[src/rtl/lf_dl_pkg.sv]
package lf_dl_pkg;

  typedef enum logic [1:0] {
    DL_FIXED   = 2'd0,
    DL_LONGREF = 2'd1,
    DL_LEADZ   = 2'd2,
    DL_QUAD    = 2'd3
  } dl_mode_e;

  typedef enum logic [2:0] {
    S_IDLE, S_SGAP, S_REF, S_PULSE, S_GAP, S_FIN
  } seq_state_e;

  // durations in timing units
  localparam int unsigned U_START     = 31;
  localparam int unsigned U_GAP       = 20;
  localparam int unsigned U_ZERO      = 18;
  localparam int unsigned U_ONE       = 50;
  localparam int unsigned U_ONE_LZ    = 40;
  localparam int unsigned U_STEP_Q    = 16;
  localparam int unsigned U_REF_EXTRA = 136;
  localparam int unsigned U_MAX       = U_ZERO + U_REF_EXTRA;

  function automatic int unsigned sym_units(dl_mode_e m, logic [1:0] s);
    case (m)
      DL_QUAD:  return U_ZERO + U_STEP_Q * int'(s);
      DL_LEADZ: return s[0] ? U_ONE_LZ : U_ZERO;
      default:  return s[0] ? U_ONE : U_ZERO;
    endcase
  endfunction

endpackage

[src/rtl/lf_dl_framer.sv]
module lf_dl_framer
  import lf_dl_pkg::*;
#(
  parameter int DATA_W  = 32,
  parameter int ADDR_W  = 3,
  parameter int FRAME_W = 74,
  parameter int LEN_W   = 7
) (
  input  logic [DATA_W-1:0]  data,
  input  logic [ADDR_W-1:0]  addr,
  input  logic [DATA_W-1:0]  pwd,
  input  logic [6:0]         ctrl,
  output logic [FRAME_W-1:0] frame,
  output logic [LEN_W-1:0]   len
);
  dl_mode_e md;
  logic lead, use_pwd, page, test, skip_addr, is_read;
  logic [FRAME_W-1:0] acc;
  logic [LEN_W-1:0]   n;

  assign use_pwd   = ctrl[0];
  assign page      = ctrl[1];
  assign test      = ctrl[2];
  assign md        = dl_mode_e'(ctrl[4:3]);
  assign skip_addr = ctrl[5];
  assign is_read   = ctrl[6];
  assign lead      = (md == DL_LEADZ) || (md == DL_QUAD);

  // right-aligned accumulation, then left-justify so the first bit is the MSB
  always_comb begin
    acc = '0;
    n   = '0;
    if (lead) begin
      acc = {acc[FRAME_W-2:0], 1'b0};
      n   = n + 1'b1;
    end
    if (md == DL_QUAD) begin
      acc = {acc[FRAME_W-2:0], 1'b0};
      n   = n + 1'b1;
    end
    acc = {acc[FRAME_W-3:0], (test ? 2'b01 : {1'b1, page})};
    n   = n + LEN_W'(2);
    if (use_pwd) begin
      if (lead) begin
        acc = {acc[FRAME_W-3:0], 2'b00};
        n   = n + LEN_W'(2);
      end
      acc = (acc << DATA_W) | FRAME_W'(pwd);
      n   = n + LEN_W'(DATA_W);
    end
    acc = {acc[FRAME_W-2:0], 1'b0};
    n   = n + 1'b1;
    if (!is_read) begin
      acc = (acc << DATA_W) | FRAME_W'(data);
      n   = n + LEN_W'(DATA_W);
    end
    if (!skip_addr) begin
      acc = (acc << ADDR_W) | FRAME_W'(addr);
      n   = n + LEN_W'(ADDR_W);
    end
    frame = acc << (LEN_W'(FRAME_W) - n);
    len   = n;
  end

endmodule

[src/rtl/lf_dl_timer.sv]
module lf_dl_timer #(
  parameter int CW = 11
) (
  input  logic          clk,
  input  logic          rst_n,
  input  logic          tick,
  input  logic          load,
  input  logic [CW-1:0] load_val,
  output logic          expire
);
  logic [CW-1:0] cnt;

  always_ff @(posedge clk or negedge rst_n) begin
    if (!rst_n)                 cnt <= '0;
    else if (load)              cnt <= load_val;
    else if (tick && cnt != '0) cnt <= cnt - 1'b1;
  end

  assign expire = tick && (cnt == CW'(1));


  tmr_hold_chk: assert property (@(posedge clk) disable iff (!rst_n)
    (!load && !tick) |=> $stable(cnt));

  tmr_load_nonzero_chk: assert property (@(posedge clk) disable iff (!rst_n)
    load |-> (load_val != '0));

endmodule

[src/rtl/lf_dl_seq.sv]
module lf_dl_seq
  import lf_dl_pkg::*;
#(
  parameter int          FRAME_W        = 74,
  parameter int          LEN_W          = 7,
  parameter int          CW             = 11,
  parameter int unsigned TICKS_PER_UNIT = 8
) (
  input  logic               clk,
  input  logic               rst_n,
  input  logic               start,
  input  logic [FRAME_W-1:0] frame_in,
  input  logic [LEN_W-1:0]   len_in,
  input  dl_mode_e           mode_in,
  input  logic               tmr_expire,
  output logic               tmr_load,
  output logic [CW-1:0]      tmr_val,
  output logic               field_on,
  output logic               done
);
  seq_state_e         state_q;
  dl_mode_e           mode_q;
  logic [FRAME_W-1:0] shreg;
  logic [LEN_W-1:0]   sym_left;
  logic               ref_pend, field_q, done_q;
  logic [1:0]         cur_sym;
  logic [LEN_W:0]     len_p1;
  logic [LEN_W-1:0]   syms_in;

  function automatic logic [CW-1:0] to_ticks(int unsigned u);
    return CW'(u * TICKS_PER_UNIT);
  endfunction

  assign len_p1  = {1'b0, len_in} + 1'b1;
  assign syms_in = (mode_in == DL_QUAD) ? len_p1[LEN_W:1] : len_in;
  assign cur_sym = (mode_q == DL_QUAD) ? shreg[FRAME_W-1 -: 2] : {1'b0, shreg[FRAME_W-1]};

  always_comb begin
    tmr_load = 1'b0;
    tmr_val  = to_ticks(U_GAP);
    case (state_q)
      S_IDLE: begin
        tmr_load = start;
        tmr_val  = to_ticks(U_START);
      end
      S_SGAP: begin
        tmr_load = tmr_expire;
        tmr_val  = (mode_q == DL_LONGREF) ? to_ticks(U_MAX) : to_ticks(sym_units(mode_q, cur_sym));
      end
      S_REF, S_PULSE: begin
        tmr_load = tmr_expire;
        tmr_val  = to_ticks(U_GAP);
      end
      S_GAP: begin
        tmr_load = tmr_expire;
        if (!ref_pend && sym_left == '0) tmr_val = CW'(1);
        else                             tmr_val = to_ticks(sym_units(mode_q, cur_sym));
      end
      default: ;
    endcase
  end

  always_ff @(posedge clk or negedge rst_n) begin
    if (!rst_n) begin
      state_q  <= S_IDLE;
      mode_q   <= DL_FIXED;
      shreg    <= '0;
      sym_left <= '0;
      ref_pend <= 1'b0;
      field_q  <= 1'b1;
      done_q   <= 1'b0;
    end else begin
      done_q <= 1'b0;
      case (state_q)
        S_IDLE: if (start) begin
          shreg    <= frame_in;
          sym_left <= syms_in;
          mode_q   <= mode_in;
          field_q  <= 1'b0;
          state_q  <= S_SGAP;
        end
        S_SGAP: if (tmr_expire) begin
          field_q <= 1'b1;
          state_q <= (mode_q == DL_LONGREF) ? S_REF : S_PULSE;
        end
        S_REF: if (tmr_expire) begin
          field_q  <= 1'b0;
          ref_pend <= 1'b1;
          state_q  <= S_GAP;
        end
        S_PULSE: if (tmr_expire) begin
          field_q  <= 1'b0;
          sym_left <= sym_left - 1'b1;
          shreg    <= (mode_q == DL_QUAD) ? (shreg << 2) : (shreg << 1);
          state_q  <= S_GAP;
        end
        S_GAP: if (tmr_expire) begin
          field_q <= 1'b1;
          if (ref_pend) begin
            ref_pend <= 1'b0;
            state_q  <= S_PULSE;
          end else if (sym_left == '0) begin
            state_q <= S_FIN;
          end else begin
            state_q <= S_PULSE;
          end
        end
        S_FIN: if (tmr_expire) begin
          done_q  <= 1'b1;
          state_q <= S_IDLE;
        end
        default: state_q <= S_IDLE;
      endcase
    end
  end

  assign field_on = field_q;
  assign done     = done_q;


  done_pulse_chk: assert property (@(posedge clk) disable iff (!rst_n)
    done_q |=> !done_q);

  idle_field_chk: assert property (@(posedge clk) disable iff (!rst_n)
    (state_q == S_IDLE) |-> field_q);

  busy_start_chk: assert property (@(posedge clk) disable iff (!rst_n)
    (state_q == S_GAP && start && !tmr_expire) |=> $stable(sym_left) && $stable(shreg));

  sym_count_chk: assert property (@(posedge clk) disable iff (!rst_n)
    (state_q == S_PULSE && tmr_expire) |=> (sym_left == $past(sym_left) - 1'b1));

endmodule

[src/rtl/lf_gap_downlink.sv]
module lf_gap_downlink
  import lf_dl_pkg::*;
#(
  parameter int          DATA_W         = 32,
  parameter int          ADDR_W         = 3,
  parameter int unsigned TICKS_PER_UNIT = 8
) (
  input  logic              clk,
  input  logic              rst_n,
  input  logic              tick,
  input  logic              start,
  input  logic [DATA_W-1:0] cmd_data,
  input  logic [ADDR_W-1:0] cmd_addr,
  input  logic [DATA_W-1:0] cmd_pwd,
  input  logic [6:0]        cmd_ctrl,
  output logic              field_on,
  output logic              done
);
  localparam int FRAME_W = 7 + 2 * DATA_W + ADDR_W;
  localparam int LEN_W   = $clog2(FRAME_W + 1);
  localparam int CW      = $clog2(U_MAX * TICKS_PER_UNIT + 1);

  logic [FRAME_W-1:0] frame;
  logic [LEN_W-1:0]   len;
  logic               tmr_load, tmr_expire;
  logic [CW-1:0]      tmr_val;

  lf_dl_framer #(.DATA_W(DATA_W), .ADDR_W(ADDR_W), .FRAME_W(FRAME_W), .LEN_W(LEN_W)) u_framer (
    .data(cmd_data), .addr(cmd_addr), .pwd(cmd_pwd), .ctrl(cmd_ctrl),
    .frame(frame), .len(len)
  );

  lf_dl_timer #(.CW(CW)) u_timer (
    .clk(clk), .rst_n(rst_n), .tick(tick), .load(tmr_load),
    .load_val(tmr_val), .expire(tmr_expire)
  );

  lf_dl_seq #(.FRAME_W(FRAME_W), .LEN_W(LEN_W), .CW(CW), .TICKS_PER_UNIT(TICKS_PER_UNIT)) u_seq (
    .clk(clk), .rst_n(rst_n), .start(start), .frame_in(frame), .len_in(len),
    .mode_in(dl_mode_e'(cmd_ctrl[4:3])), .tmr_expire(tmr_expire),
    .tmr_load(tmr_load), .tmr_val(tmr_val), .field_on(field_on), .done(done)
  );

endmodule

[config.mk]
export PLATFORM = sky130hd
export DESIGN_NAME = lf_gap_downlink
export DESIGN_NICKNAME = d
export VERILOG_FILES = /design/src/rtl/lf_dl_pkg.sv /design/src/rtl/lf_dl_framer.sv /design/src/rtl/lf_dl_timer.sv /design/src/rtl/lf_dl_seq.sv /design/src/rtl/lf_gap_downlink.sv
export SDC_FILE = /design/constraint.sdc
export NUM_CORES = 1
export LEC_CHECK = 0
export BUFFER_PORTS_ARGS = -buffer_cell sky130_fd_sc_hd__clkbuf_2
export CORE_ASPECT_RATIO = 0.75
export CORE_MARGIN = 3
export CORE_UTILIZATION = 55
export DETAILED_ROUTE_END_ITERATION = 8
export GPL_TIMING_DRIVEN = 1
export PLACE_DENSITY = 0.74
export RECOVER_POWER = 100
export SLEW_MARGIN = 20
export SYNTH_ARGS = -nofsm -noshare
export SYNTH_HDL_FRONTEND = slang
export SYNTH_SLANG_ARGS = --single-unit
[constraint.sdc]
create_clock -name clk -period 5.9 [get_ports clk]
set_clock_uncertainty 0.05 [all_clocks]
set_input_delay 1.475 -clock clk [delete_from_list [all_inputs] [get_ports clk]]
set_output_delay 1.475 -clock clk [all_outputs]
set_load 0.1 [all_outputs]
* Word level (Yosys, flattened, before mapping) *
Index checks and enable logic that the tools add are counted.

operators by class
  add/subtract/negate cells = 12
  equality and inequality tests = 19
  shift-type cells = 1
  mux-type cells = 47
  bitwise gates (word level) = 3
  reductions and logical operators = 20

operator list
  cell                                                                  number
  74-bit two-way mux                                                    5
  74-bit case mux with 2 select lines                                   1
  74-bit by 3-bit bitwise OR with 74-bit output                         1
  74-bit by 32-bit bitwise OR with 74-bit output                        1
  74-bit by 7-bit << shifter with 74-bit output                         1
  73-bit two-way mux                                                    1
  73-bit by 32-bit bitwise OR with 73-bit output                        1
  7-bit two-way mux                                                     9
  11-bit two-way mux                                                    4
  41-bit two-way mux                                                    1
  11-bit case mux with 3 select lines                                   1
  7-bit by 2-bit adder with 7-bit output, second input constant         3
  3-bit two-way mux                                                     7
  8-bit case mux with 2 select lines                                    1
  3-bit case mux with 5 select lines                                    1
  7-bit by 6-bit adder with 7-bit output, second input constant         2
  7-bit case mux with 2 select lines                                    1
  6-bit two-way mux                                                     2
  2-bit inequality test, second input constant                          6
  11-bit by 1-bit == test with 1-bit output, second input constant      1
  11-bit nonzero test                                                   1
  11-bit by 1-bit subtractor with 11-bit output, second input constant  1
  7-bit by 1-bit adder with 8-bit output, second input constant         1
  2-bit == test, second input constant                                  4
  28 further kinds                                                      45

word-level totals
  register bits = 100
  input bits = 78

* Logic depth before layout (Yosys ltp) *
  depth in word-level cells = 20
  depth in mapped cells = 17
  gate-level depth less buffers = 12

* Hierarchy *
Synthesis repeated with hierarchy kept, for this count alone.

unflattened totals
  cell total of the unflattened synthesis = 1,562
  area, all modules = 12,231.7 µm²

by module, submodules not included
  module        times used  cells an instance  area each (µm²)  seq. area each (µm²)
  lf_dl_framer  1           835                6,087.1          0.0
  lf_dl_seq     1           645                5,425.2          2,228.4
  lf_dl_timer   1           82                 719.4            275.3

* Least setup slack after synthesis *
Ideal clock, no wire load.

  path kind = input to register
  start = in cmd_ctrl[5]
  end = reg u_seq.shreg[54]
  library setup time = 0.120 ns
  arrival time = 4.614 ns
  data required time = 5.730 ns
  setup slack = 1.116 ns
  stages on the path = 15
  buffers on the path = 7
  path through = buf_4 buf_2 buf_2 buf_1 nor2_1 xnor2_1 nand2_1 ha_1 clkinv_1 buf_1 clkbuf_1 clkbuf_1 mux2i_1 o21ai_0 a31o_2

between the ends
  cells in the longest elaborated chain, start to end = 5
  elaborated cells between the ends (all ways) = 6

RTL lines
  item                                             line                   source
  start, declared                                  lf_gap_downlink.sv:15  input logic [6:0] cmd_ctrl,
  7-bit two-way mux                                lf_dl_framer.sv:57     if (!skip_addr) begin
  7-bit subtractor                                 lf_dl_framer.sv:61     frame = acc << (LEN_W'(FRAME_W) - n);
  74-bit by 7-bit << shifter with 74-bit output *  lf_dl_framer.sv:61
  74-bit two-way mux *                             lf_dl_seq.sv:75        S_IDLE: if (start) begin
  74-bit case mux with 2 select lines *            lf_dl_seq.sv:74        case (state_q)
  end signal, assigned                             lf_dl_seq.sv:76        shreg <= frame_in;
  end signal, assigned                             lf_dl_seq.sv:94        shreg <= (mode_q == DL_QUAD) ? (shreg << 2) : (shreg << 1);
  end, declared                                    lf_dl_seq.sv:23        logic [FRAME_W-1:0] shreg;

Every way passes the cells marked *; elsewhere a longest branch is shown, timed or not. The select of a mux whose other input is x is not followed.
A chain may end at the register's enable or synchronous reset.

* Worst setup path after layout *
  start = in cmd_ctrl[4]
  end = reg u_seq.shreg[62]

between the ends
  cells in the longest elaborated chain, start to end = 20
  elaborated cells between the ends (all ways) = 29

RTL lines
  item                                             line                                    source
  2-bit == test (on tied branches)                 lf_dl_framer.sv:27, lf_dl_framer.sv:37
  1-bit logical OR                                 lf_dl_framer.sv:27                      assign lead = (md == DL_LEADZ) || (md == DL_QUAD);
  1-bit two-way mux                                lf_dl_framer.sv:33                      if (lead) begin
  1-bit by 1-bit adder with 2-bit output           lf_dl_framer.sv:39                      n = n + 1'b1;
  7-bit two-way mux                                lf_dl_framer.sv:37                      if (md == DL_QUAD) begin
  7-bit by 2-bit adder with 7-bit output           lf_dl_framer.sv:42                      n = n + LEN_W'(2);
  7-bit by 2-bit adder with 7-bit output           lf_dl_framer.sv:46                      n = n + LEN_W'(2);
  7-bit two-way mux                                lf_dl_framer.sv:44                      if (lead) begin
  [... 4 more ...]                                 --
  7-bit by 6-bit adder with 7-bit output           lf_dl_framer.sv:55                      n = n + LEN_W'(DATA_W);
  7-bit two-way mux                                lf_dl_framer.sv:53                      if (!is_read) begin
  7-bit by 2-bit adder with 7-bit output           lf_dl_framer.sv:59                      n = n + LEN_W'(ADDR_W);
  7-bit two-way mux                                lf_dl_framer.sv:57
  7-bit subtractor                                 lf_dl_framer.sv:61
  74-bit by 7-bit << shifter with 74-bit output *  lf_dl_framer.sv:61
  74-bit two-way mux *                             lf_dl_seq.sv:75
  74-bit case mux with 2 select lines *            lf_dl_seq.sv:74

Marked as above.

==> results.json <==
{
  "status": "complete, but fails checks",
  "violations": "max-capacitance violations, max-slew violations",
  "setup_viol_count_final": 0,
  "grt_pass1_vias": 11900,
  "swShare_pct": 46.9,
  "yosys_register_bits": 100,
  "comb_power_share_pct": 49.8,
  "end_kind": "flip-flop",
  "worst_slew_pin_slew_ps": 3590,
  "routedWlPerCell_um": 26.4,
  "holdCritPathClass": "reg -> reg",
  "synthFlopType": "dfrtp_1",
  "grt_use_total_pct": 39.6,
  "fin_crit_sh_pct": 92.2,
  "syn2layout_area_growth_pct": 6.40,
  "place.gp.congestion": 1.11,
  "path_max_fanout": 22,
  "io_pins": 80,
  "slew_headroom_pct": -139,
  "clockBufferDepth": 2,
  "ys_types": 91,
  "max-vdd-ir-drop_mv": 0.154,
  "antenna_found_initial": 0,
  "syn_nets": 1582,
  "cts_root_buffer": "clkbuf_16",
  "cts.repair.resized": 0,
  "arrival_ps": 5690,
  "period_minus_slack_ps": 5440,
  "dpl.hpwl_mm": 35.1,
  "rsz0062_at_grt": "false",
  "p_seq_share_pct": 29.1,
  "critPathKind": "in -> reg",
  "place_area_mm2": 0.0123,
  "rrSetupSlack_ps": 2300,
  "p_leak_nw": 4.74,
  "die_w_um": 175,
  "vias": 13100,
  "clockPowerShare_pct": 21.0,
  "yosysSeqAreaShare_pct": 21.3,
  "drc": 0,
  "power.switching_w": 0.00140,
  "grt_max_degree": 78,
  "synth-async-reset-ratio_pct": 100,
  "p_int_w": 0.00159,
  "fmax_mhz": 184,
  "cts_tree": "yes",
  "fin_area_mm2": 0.0125,
  "postCtsSetupBuffers": 0,
  "finalHoldViolations": 0,
  "synth.avg_cell_area_um2": 7.85,
  "pre_cts_ws_ps": 785,
  "firstDrtPassIters": 7,
  "ant_nets": 0,
  "tns_ps": 0,
  "rows": 45,
  "worstPathRequired_ps": 6150,
  "clk_transition_reported_paths_ps": 80,
  "clock_latency_ps": 360,
  "cp-start-kind": "input port",
  "power_density_mw_per_mm2": 239,
  "cts.sinks": 100,
  "start_util_pct": 57.1,
  "synthTopCellsByArea": "dfrtp_1 (21%), mux2i_1 (9.4%), mux4_2 (8.4%)",
  "synth_edf_count": 0,
  "htreeDepth": 3,
  "first_iter_violations": 2513,
  "layout_setup_ws_ps": 461,
  "yosys.area.top_type_share_pct": 21.1,
  "synthDominantAreaCellType": "dfrtp_1",
  "die_h_um": 133,
  "cts_buffers": 9,
  "die_area_mm2": 0.0232,
  "io_buffer_count": 79,
  "vias_per_cell": 7.38,
  "syn_inst": 1498,
  "core_area_mm2": 0.0206,
  "slew_viol_final": 66,
  "synth_warnings": 0,
  "cts_hold_buffers": 0,
  "final_nets": 1575,
  "grt_pass1_wl_mm": 72.5,
  "wl_mm": 47.0,
  "n_antenna_cell": 0,
  "cap_violations": 1,
  "synth_area_mm2": 0.0118,
  "grt-ovfl-total": 0,
  "final_layout_size_suffix_gt1_share_pct": 14.4
}
[worst max-delay path: stages]
cell	delay, ps
clkbuf_1	90
nor2b_4	150
xnor2_4	620
inv_6	210
ha_2	350
xnor2_4	500
clkbuf_1	900
nor2_1	300
a221oi_1	530
o21ai_0	220
o211ai_1	140
o22a_1	160
[cell usage in the layout, fill, tap and decap left out, types with 10 or more instances in the layout]
cell type / synthesis / final
o22ai_1: 17 / 17
a22oi_1: 25 / 25
nor2_1: 142 / 142
o21ai_0: 101 / 103
mux2i_1: 110 / 110
o211ai_1: 24 / 24
a22o_1: 10 / 10
clkbuf_1: 78 / 15
o221ai_1: 31 / 31
a31oi_1: 27 / 27
and3_1: 17 / 17
nor3_1: 54 / 54
o21a_1: 19 / 19
nand2_1: 159 / 159
mux2_2: 15 / 11
mux4_2: 44 / 44
a211oi_1: 13 / 13
clkbuf_2: 1 / 74
a221oi_1: 13 / 13
nand2b_1: 17 / 17
nand3_1: 40 / 39
a21oi_1: 136 / 135
inv_1: 16 / 15
buf_4: 4 / 33
nor2b_1: 18 / 18
dfrtp_1: 99 / 99
[power by group through the flow]
stage	clock (W)	combinational [W]	sequential, W
after floorplan	0	0.000957	0.000867
after global placement	0	0.00142	0.000879
after detailed placement	0	0.00143	0.000882
after CTS	0.000636	0.00143	0.000869
after global routing	0.000666	0.00157	0.000888
final	0.000630	0.00149	0.000873
[flip-flops by register name, indices dropped and copies added, names as in the netlist]
name,count
u_timer.cnt,11
u_seq.shreg,74
u_seq.ref_pend,1
u_seq.state_q,3
u_seq.mode_q,2
u_seq.sym_left,7
u_seq.done,1
u_seq.field_on,1
[path summary, 6_finish.rpt]
check                                 startpoint           endpoint  depth (start not counted)
worst max-delay path                 cmd_ctrl[4]    u_seq.shreg[62]                         12
worst min-delay path              u_seq.field_on     u_seq.field_on                          2
worst max register to register  u_seq.state_q[2]    u_seq.shreg[51]                          8
worst min register to register    u_seq.field_on     u_seq.field_on                          2
max in group asynchronous                  rst_n    u_seq.shreg[25]                          1
min in group asynchronous                  rst_n  u_seq.sym_left[5]                          1
[metal layers]
metal	track usage, %	vias to the layer above	part of all wire, %
met5	0	-	0
met3	14.0	140	15
met2	54.7	1005	40
met1	58.1	6245	41
li1	-	5728	-
met4	11.7	0	3.4
[through the flow]
stage	hold slack [ps]	instances	power (W)	util (%)
4_1_cts	412	1778	0.00294	61.0
6_report	412	1778	0.00300	60.7
2_1_floorplan	421	1498	0.00182	-
3_3_place_gp	399	1762	0.00230	59.5
3_5_place_dp	399	1762	0.00231	59.5
5_1_grt	447	1778	0.00312	60.7
[cell families after synthesis]
family / share of synthesized area [%]
xor gates and xnor gates: 1.28
muxes: 19.3
adders and majority gates: 0.638
and+or+nand+nor: 20.3
buffers and inverters: 6.32
DFF: 21.3
AOI/OAI and AO/OA: 30.9
[cell type report]
class	instances	area, um^2
repair buffers	124	714
clock buffers	9	225
flip-flops and latches	100	2500
multi-input cells	1236	8560
fillers	1902	8090
well taps	282	353
clock inverters	7	82.6
inverters	20	80.1
[cell usage after synthesis, drive strengths merged, types with 7 or more instances]
cell    instances
inv            18
a221o           9
a32o            7
clkbuf         79
a211oi         13
o22a            9
or2             8
buf            63
mux4           44
a21boi          7
and2           12
a21oi         138
a221oi         13
xnor2           8
dfrtp          99
nor2b          19
nand2b         17
a22oi          25
mux2i         110
nor3           55
o211ai         24
nor2          142
o31ai           9
o21a           19
mux2           16
or3             9
and3           17
o22ai          17
o32a            7
nand3          40
nand4           8
nand2         159
o221ai         31
a31oi          27
a22o           10
o21ai         104
Note: power is estimated with default switching activity, not from simulation.
